`config.mk`:
```
export PLATFORM = sky130hd
export DESIGN_NAME = raster_timing_gen
export DESIGN_NICKNAME = d
export VERILOG_FILES = /design/src/rtl/rtg_pkg.sv /design/src/rtl/rtg_regfile.sv /design/src/rtl/rtg_axis.sv /design/src/rtl/rtg_classify.sv /design/src/rtl/raster_timing_gen.sv
export SDC_FILE = /design/constraint.sdc
export NUM_CORES = 1
export LEC_CHECK = 0
export ABC_AREA = 1
export BUFFER_PORTS_ARGS = -buffer_cell sky130_fd_sc_hd__buf_2
export CORE_MARGIN = 5
export CORE_UTILIZATION = 45
export CTS_BUF_LIST = sky130_fd_sc_hd__clkbuf_16
export CTS_CLUSTER_SIZE = 24
export DETAILED_ROUTE_END_ITERATION = 8
export PLACE_DENSITY_LB_ADDON = 0.25
export SLEW_MARGIN = 20
export SYNTH_ARGS = -nofsm -noshare
export SYNTH_HDL_FRONTEND = slang
export SYNTH_SLANG_ARGS = --single-unit
```
`constraint.sdc`:
```
create_clock -name clk -period 1.6 [get_ports clk]
set_input_delay 0.16 -clock clk [delete_from_list [all_inputs] [get_ports clk]]
set_output_delay 0.16 -clock clk [all_outputs]
set_load 0.02 [all_outputs]
```
`src/rtl/rtg_pkg.sv`:
```
package rtg_pkg;

  typedef enum logic [1:0] {
    CL_BORDER  = 2'b00,
    CL_DISPLAY = 2'b01,
    CL_BLANK   = 2'b10,
    CL_SYNC    = 2'b11
  } pix_class_e;

  localparam int unsigned AW = 4;

  localparam logic [AW-1:0] A_H_TOTAL = 4'h0;
  localparam logic [AW-1:0] A_H_SYNC  = 4'h1;
  localparam logic [AW-1:0] A_H_VIS_S = 4'h2;
  localparam logic [AW-1:0] A_H_VIS_E = 4'h3;
  localparam logic [AW-1:0] A_H_PIC_S = 4'h4;
  localparam logic [AW-1:0] A_H_PIC_E = 4'h5;
  localparam logic [AW-1:0] A_V_TOTAL = 4'h8;
  localparam logic [AW-1:0] A_V_SYNC  = 4'h9;
  localparam logic [AW-1:0] A_V_VIS_S = 4'hA;
  localparam logic [AW-1:0] A_V_VIS_E = 4'hB;
  localparam logic [AW-1:0] A_V_PIC_S = 4'hC;
  localparam logic [AW-1:0] A_V_PIC_E = 4'hD;
  localparam logic [AW-1:0] A_DEPTH   = 4'hF;

  // a region is live once its opening point has passed and its closing point has not
  function automatic logic in_window(input logic opened, input logic closed);
    return opened & ~closed;
  endfunction

  // fixed precedence: sync, blank, display, then border
  function automatic pix_class_e pick_class(input logic any_sync,
                                            input logic any_blank,
                                            input logic both_pic);
    if (any_sync)       return CL_SYNC;
    else if (any_blank) return CL_BLANK;
    else if (both_pic)  return CL_DISPLAY;
    else                return CL_BORDER;
  endfunction

endpackage

```
`src/rtl/rtg_regfile.sv`:
```
module rtg_regfile
  import rtg_pkg::*;
#(
  parameter int CW = 10,
  parameter int DW = 2
) (
  input  logic          clk,
  input  logic          rst_n,
  input  logic          wr_en,
  input  logic [AW-1:0] wr_addr,
  input  logic [CW-1:0] wr_data,
  input  logic          vint,
  input  logic          vwrap,
  output logic [CW-1:0] h_tot,
  output logic [CW-1:0] h_se,
  output logic [CW-1:0] h_vs,
  output logic [CW-1:0] h_ve,
  output logic [CW-1:0] h_ps,
  output logic [CW-1:0] h_pe,
  output logic [CW-1:0] v_tot,
  output logic [CW-1:0] v_se,
  output logic [CW-1:0] v_vs,
  output logic [CW-1:0] v_ve,
  output logic [CW-1:0] v_ps,
  output logic [CW-1:0] v_pe,
  output logic [DW-1:0] depth
);

  logic [CW-1:0] h_vs_sh, h_ve_sh;
  logic [DW-1:0] depth_sh;

  always_ff @(posedge clk) begin
    if (!rst_n) begin
      h_tot <= '0; h_se <= '0; h_ps <= '0; h_pe <= '0;
      v_tot <= '0; v_se <= '0; v_vs <= '0; v_ve <= '0;
      v_ps  <= '0; v_pe <= '0;
      h_vs_sh <= '0; h_ve_sh <= '0; depth_sh <= '0;
    end else if (wr_en) begin
      case (wr_addr)
        A_H_TOTAL: h_tot    <= wr_data;
        A_H_SYNC:  h_se     <= wr_data;
        A_H_VIS_S: h_vs_sh  <= wr_data;
        A_H_VIS_E: h_ve_sh  <= wr_data;
        A_H_PIC_S: h_ps     <= wr_data;
        A_H_PIC_E: h_pe     <= wr_data;
        A_V_TOTAL: v_tot    <= wr_data;
        A_V_SYNC:  v_se     <= wr_data;
        A_V_VIS_S: v_vs     <= wr_data;
        A_V_VIS_E: v_ve     <= wr_data;
        A_V_PIC_S: v_ps     <= wr_data;
        A_V_PIC_E: v_pe     <= wr_data;
        A_DEPTH:   depth_sh <= wr_data[DW-1:0];
        default: ;
      endcase
    end
  end

  // horizontal visible edges move into use at the vertical interrupt point
  always_ff @(posedge clk) begin
    if (!rst_n) begin
      h_vs <= '0;
      h_ve <= '0;
    end else if (vint) begin
      h_vs <= h_vs_sh;
      h_ve <= h_ve_sh;
    end
  end

  // colour depth is fixed for a whole frame
  always_ff @(posedge clk) begin
    if (!rst_n)     depth <= '0;
    else if (vwrap) depth <= depth_sh;
  end

endmodule

```
`src/rtl/rtg_axis.sv`:
```
module rtg_axis
  import rtg_pkg::*;
#(
  parameter int CW = 10
) (
  input  logic          clk,
  input  logic          rst_n,
  input  logic          step,
  input  logic [CW-1:0] total,
  input  logic [CW-1:0] sync_end,
  input  logic [CW-1:0] vis_start,
  input  logic [CW-1:0] vis_end,
  input  logic [CW-1:0] pic_start,
  input  logic [CW-1:0] pic_end,
  output logic [CW-1:0] pos,
  output logic          wrap,
  output logic          sync_on,
  output logic          blank_on,
  output logic          pic_on
);

  localparam int NPT = 5;
  localparam int P_SYNC = 0, P_VS = 1, P_VE = 2, P_PS = 3, P_PE = 4;

  logic [CW-1:0]  pts [NPT];
  logic [NPT-1:0] passed;

  assign pts[P_SYNC] = sync_end;
  assign pts[P_VS]   = vis_start;
  assign pts[P_VE]   = vis_end;
  assign pts[P_PS]   = pic_start;
  assign pts[P_PE]   = pic_end;

  assign wrap = step && (pos == total);

  always_ff @(posedge clk) begin
    if (!rst_n)    pos <= '0;
    else if (wrap) pos <= '0;
    else if (step) pos <= pos + 1'b1;
  end

  // one sticky flag per timing point, compared just before the counter moves
  for (genvar g = 0; g < NPT; g++) begin : g_pt
    logic hit_q;
    always_ff @(posedge clk) begin
      if (!rst_n)                       hit_q <= 1'b0;
      else if (wrap)                    hit_q <= 1'b0;
      else if (step && pos == pts[g])   hit_q <= 1'b1;
    end
    assign passed[g] = hit_q;
  end

  assign sync_on  = ~passed[P_SYNC];
  assign blank_on = ~in_window(passed[P_VS], passed[P_VE]);
  assign pic_on   =  in_window(passed[P_PS], passed[P_PE]);

endmodule

```
`src/rtl/rtg_classify.sv`:
```
module rtg_classify
  import rtg_pkg::*;
(
  input  logic       h_sync,
  input  logic       h_blank,
  input  logic       h_pic,
  input  logic       v_sync,
  input  logic       v_blank,
  input  logic       v_pic,
  output logic [1:0] cls,
  output logic       both_pic
);

  pix_class_e c;

  assign both_pic = h_pic & v_pic;
  assign c        = pick_class(h_sync | v_sync, h_blank | v_blank, both_pic);
  assign cls      = c;

endmodule

```
`src/rtl/raster_timing_gen.sv`:
```
module raster_timing_gen
  import rtg_pkg::*;
#(
  parameter int CW = 10,
  parameter int DW = 2
) (
  input  logic          clk,
  input  logic          rst_n,
  input  logic          pix_en,
  input  logic          wr_en,
  input  logic [3:0]    wr_addr,
  input  logic [CW-1:0] wr_data,
  output logic [1:0]    out_class,
  output logic          disp_active,
  output logic [DW-1:0] depth_q,
  output logic [CW-1:0] hpos,
  output logic [CW-1:0] vpos
);

  logic          half_q;
  logic          h_step, h_wrap, v_wrap, vint;
  logic [CW-1:0] h_tot, h_se, h_vs, h_ve, h_ps, h_pe;
  logic [CW-1:0] v_tot, v_se, v_vs, v_ve, v_ps, v_pe;
  logic          h_sync, h_blank, h_pic, v_sync, v_blank, v_pic;

  // horizontal units are two pixels wide
  always_ff @(posedge clk) begin
    if (!rst_n)      half_q <= 1'b0;
    else if (pix_en) half_q <= ~half_q;
  end

  assign h_step = pix_en & half_q;
  assign vint   = h_wrap && (vpos == v_pe);

  rtg_regfile #(.CW(CW), .DW(DW)) u_regs (
    .clk(clk), .rst_n(rst_n), .wr_en(wr_en), .wr_addr(wr_addr), .wr_data(wr_data),
    .vint(vint), .vwrap(v_wrap),
    .h_tot(h_tot), .h_se(h_se), .h_vs(h_vs), .h_ve(h_ve), .h_ps(h_ps), .h_pe(h_pe),
    .v_tot(v_tot), .v_se(v_se), .v_vs(v_vs), .v_ve(v_ve), .v_ps(v_ps), .v_pe(v_pe),
    .depth(depth_q)
  );

  rtg_axis #(.CW(CW)) u_h (
    .clk(clk), .rst_n(rst_n), .step(h_step),
    .total(h_tot), .sync_end(h_se), .vis_start(h_vs), .vis_end(h_ve),
    .pic_start(h_ps), .pic_end(h_pe),
    .pos(hpos), .wrap(h_wrap), .sync_on(h_sync), .blank_on(h_blank), .pic_on(h_pic)
  );

  rtg_axis #(.CW(CW)) u_v (
    .clk(clk), .rst_n(rst_n), .step(h_wrap),
    .total(v_tot), .sync_end(v_se), .vis_start(v_vs), .vis_end(v_ve),
    .pic_start(v_ps), .pic_end(v_pe),
    .pos(vpos), .wrap(v_wrap), .sync_on(v_sync), .blank_on(v_blank), .pic_on(v_pic)
  );

  rtg_classify u_cls (
    .h_sync(h_sync), .h_blank(h_blank), .h_pic(h_pic),
    .v_sync(v_sync), .v_blank(v_blank), .v_pic(v_pic),
    .cls(out_class), .both_pic(disp_active)
  );

endmodule

```
==> summary.txt <==
Status
  • Status: completed

Run
  • Maximum Capacitance Violations: 0

Worst setup path
  • Most common cell on crit path: nor3_1
  • R2r worst-path depth: 7
  • Data arrival time at the worst-slack endpoint: 1920 ps
  • Worst flop-to-flop path endpoint: u_h.pos[8]
  • Number of buffers and inverters on the critical path: 1
  • Worst reg2reg setup slack: 0.7 ps
  • Slowest library cell on the worst path: dfxtp_4
  • Slowest Stage Delay on Critical Path: 400 ps
  • Critical register-to-register path startpoint: u_h.pos[0]
  • Last element of the critical path: u_h.pos[8]
  • Kind of cell adding the most delay to the critical path: simple AND/OR/NAND/NOR gates
  • Worst EP required: 1920 ps
  • Kind of end point of the critical path: flip-flop
  • CP Cell Sequence: ha_1 > inv_1 > nor3_1 > nand2_1 > nor3_1 > xor2_1 > nor2_1
  • Critical Path Stages: 7
  • Critical path startpoint: u_h.pos[0]
  • Type of the worst setup path: reg2reg
  • Maximum fanout along the worst path: 5
  • Setup crit start kind: flip-flop

Placement
  • Placement Cell Area: 0.00940 mm2
  • Port bufs: 42
  • HPWL after detailed placement: 17800 um
  • Routability congestion estimate from global placement: 0.974

STA
  • Minimum clock period: 1600 ps
  • Worst slew slack as a fraction of its limit: 67.1%
  • Share of the cycle needed by the critical path after routing: 100%
  • Worst Tran Pin Value: 492 ps
  • RSZ-0062 raised after global routing: true
  • Number of failing hold endpoints at the final stage: 0
  • Final Max Slew Viols: 0
  • Setup skew after layout: 11.1 ps
  • Final setup violation count: 0
  • Maximum clock frequency: 625 MHz

Synth
  • Cell type with the largest total area after synthesis: dfxtp_1
  • Synth Warn #: 0
  • Mean instance size in the synthesized netlist: 6.71 um2
  • Number of synthesized register bits: 175
  • Number of nets produced by synthesis: 1286
  • Leading cell types by total area after synthesis: dfxtp_1 41%, nor2_1 11%, nand2_1 10%, o21ai_0 8.2%, inv_1 5.5%
  • Share of synthesized area occupied by flip-flops and latches: 41.2%
  • Synthesized netlist cell count: 1266
  • Yosys cell types: 32
  • Netlist Area Pre-Place: 0.00850 mm2
  • Share of Yosys cell area claimed by the top area cell type: 41.2%

Routing
  • Number of nets with antenna violations after routing: 0
  • Vias after detailed routing: 8322
  • Residual DRC count: 0
  • DR pass1 iterations: 7
  • DR vias/cell: 5.23
  • Routed WL per cell: 16.6 um
  • Initial detailed-routing violation count: 791
  • Total length of routed wires: 26400 um

Hold path
  • Cell count of the worst hold path: 3
  • Class of the tightest hold or removal check: in2reg

Clock network
  • CTS Hold Buffers Added: 0
  • CTS tree: yes
  • Buffers from clock root to sink, at most: 2
  • Clock H-tree levels: 4
  • Clock sinks: 175
  • Number of buffers created by CTS: 17
  • Clock latency at the later pin of the worst-skew pair: 440 ps
  • Clock transition at the registers of the reported paths: 70 ps
  • Root Driver: clkbuf_16

Cells and area
  • Storage element area: 0.00357 mm2
  • Filler instances: 1795
  • Ant diodes: 0
  • Net count reported at finish: 1364
  • Share of post-route cells with drive strength above 1: 18.6%
  • Area of all placed cells without fillers: 0.0103 mm2
  • Multi-input gate area: 0.00439 mm2
  • Signed area change from the synthesized netlist to the final layout: 21.5%
  • Final Util: 55.4%

Pwr
  • Total design power: 9860 uW
  • Cell area power density: 955 mW/mm2
  • Peak supply drop: 716 uV
  • Total leakage power: 0.00450 uW

Global route
  • Overall overflow remaining after global route: 0
  • Antenna violations before repair: 0
  • Largest net degree at the start of global routing: 114
  • Global router's overall resource usage: 24.0%
  • Global-route wire length before repair: 41100 um
  • Number of global-route vias before repair: 7433

Die
  • Core ar.: 0.0186 mm2
  • Die outline height: 147 um
  • Number of I/O pins: 43
  • Die width: 147 um
  • Initial standard-cell utilization of the core: 45.6%
  • Number of standard-cell rows in the floorplan: 50
  • Total Die Area: 0.0217 mm2
routing by layer:
metal | global-route usage (%) | vias to the layer above | routed length, um
li1 | - | 4172 | -
met4 | 8.01 | 0 | 573
met1 | 32.6 | 3864 | 11800
met2 | 38.5 | 255 | 12500
met5 | 0 | - | 0
met3 | 4.66 | 31 | 1560
cells by family (layout without fill, tap and decap cells):
logic type                 Yosys count  after routing  share of synthesized area, %
DFF                                175            175                          41.2
AOI/OAI and AO/OA                  234            234                          13.9
adders and majority gates            2              2                         0.294
buffers and inverters              197            288                          9.36
and+or+nand+nor                    598            598                          29.0
xor gates and xnor gates            60             60                          6.18
power by group:
group          total [uW]  internal (uW)  switching [uW]  leakage, uW
Clock                4280           2350            1920     0.000283
Combinational        1020            376             643      0.00278
Sequential           4570           4470            99.2      0.00143
synthesized netlist by cell type (all sizes together):
library cell,instances
clkinv,1
nand4,20
xor2,22
and2,3
or2,4
o21ai,141
nor2,258
nand3b,2
a21oi,85
clkbuf,45
inv,127
ha,2
xnor2,38
buf,24
nor3b,2
nor3,17
nand3,59
nand2,232
nand2b,1
o22ai,8
dfxtp,175
state kept, by name (all words and copies together), names as in the netlist, 5 cells and up:
register,cells
u_regs.h_se,10
u_v.pos,10
u_regs.v_ve,10
u_h.pos,10
u_v.g_pt.hit_q,5
u_regs.h_vs_sh,10
u_regs.v_vs,10
u_regs.v_ps,10
u_regs.h_ve_sh,10
u_regs.h_ve,10
u_h.g_pt.hit_q,5
u_regs.h_tot,10
u_regs.h_ps,10
u_regs.h_pe,10
u_regs.h_vs,10
u_regs.v_pe,10
u_regs.v_se,10
u_regs.v_tot,10
how the worst min path moves through the flow:
stage                            from                end  slack (ps)
floorplan                      pix_en             half_q         310
global placement    u_regs.h_ve_sh[4]  u_regs.h_ve_sh[4]         440
detailed placement  u_regs.h_ve_sh[9]  u_regs.h_ve_sh[9]         440
CTS                            pix_en             half_q           2
global route                   pix_en             half_q          50
finish                         pix_en             half_q          30
cell type report:
class	instances	area share, %
well taps	234	2.84
flip-flops and latches	175	34.6
inverters	128	4.75
clock inverters	15	1.68
repair buffers	128	9.50
multi-input cells	894	42.5
clock buffers	17	4.12
repair_timing:
action / in CTS / in global routing
pin swaps: 1 / 15
resized for setup: 9 / 77
setup buffers: 0 / 4
gates cloned: 0 / 2
endpoints found under the setup margin: 43 / 50
cell usage in the layout (no fill, tap or decap), drive strengths merged, types with 3 or more instances in the layout:
| cell | count |
|---|---|
| o21ai | 141 |
| xnor2 | 38 |
| nand4 | 20 |
| and2 | 3 |
| dfxtp | 175 |
| nand2 | 232 |
| nand3 | 59 |
| nor3 | 17 |
| xor2 | 22 |
| o22ai | 8 |
| inv | 134 |
| buf | 126 |
| clkbuf | 19 |
| or2 | 4 |
| nor2 | 258 |
| a21oi | 85 |
| clkinvlp | 5 |
per-stage QoR:
step                      instances  setup slack [ps]  hold slack, ps  setup TNS, ps
after global routing           1591             -82.0            52.1           -620
final                          1591             0.707            32.9              0
after CTS                      1585              1.32            2.31              0
after floorplan                1266             -39.3             312           -533
after detailed placement       1553             -78.3             444           -635
after global placement         1553             -90.2             438           -470
worst register-to-register path, stage by stage, from the launching register on:
cell and delay [ps]:
dfxtp_4 400, ha_1 170, inv_1 50, nor3_1 260, nand2_1 110, nor3_1 220, xor2_1 220, nor2_1 60
No activity file was read; power rests on OpenSTA's default activity.
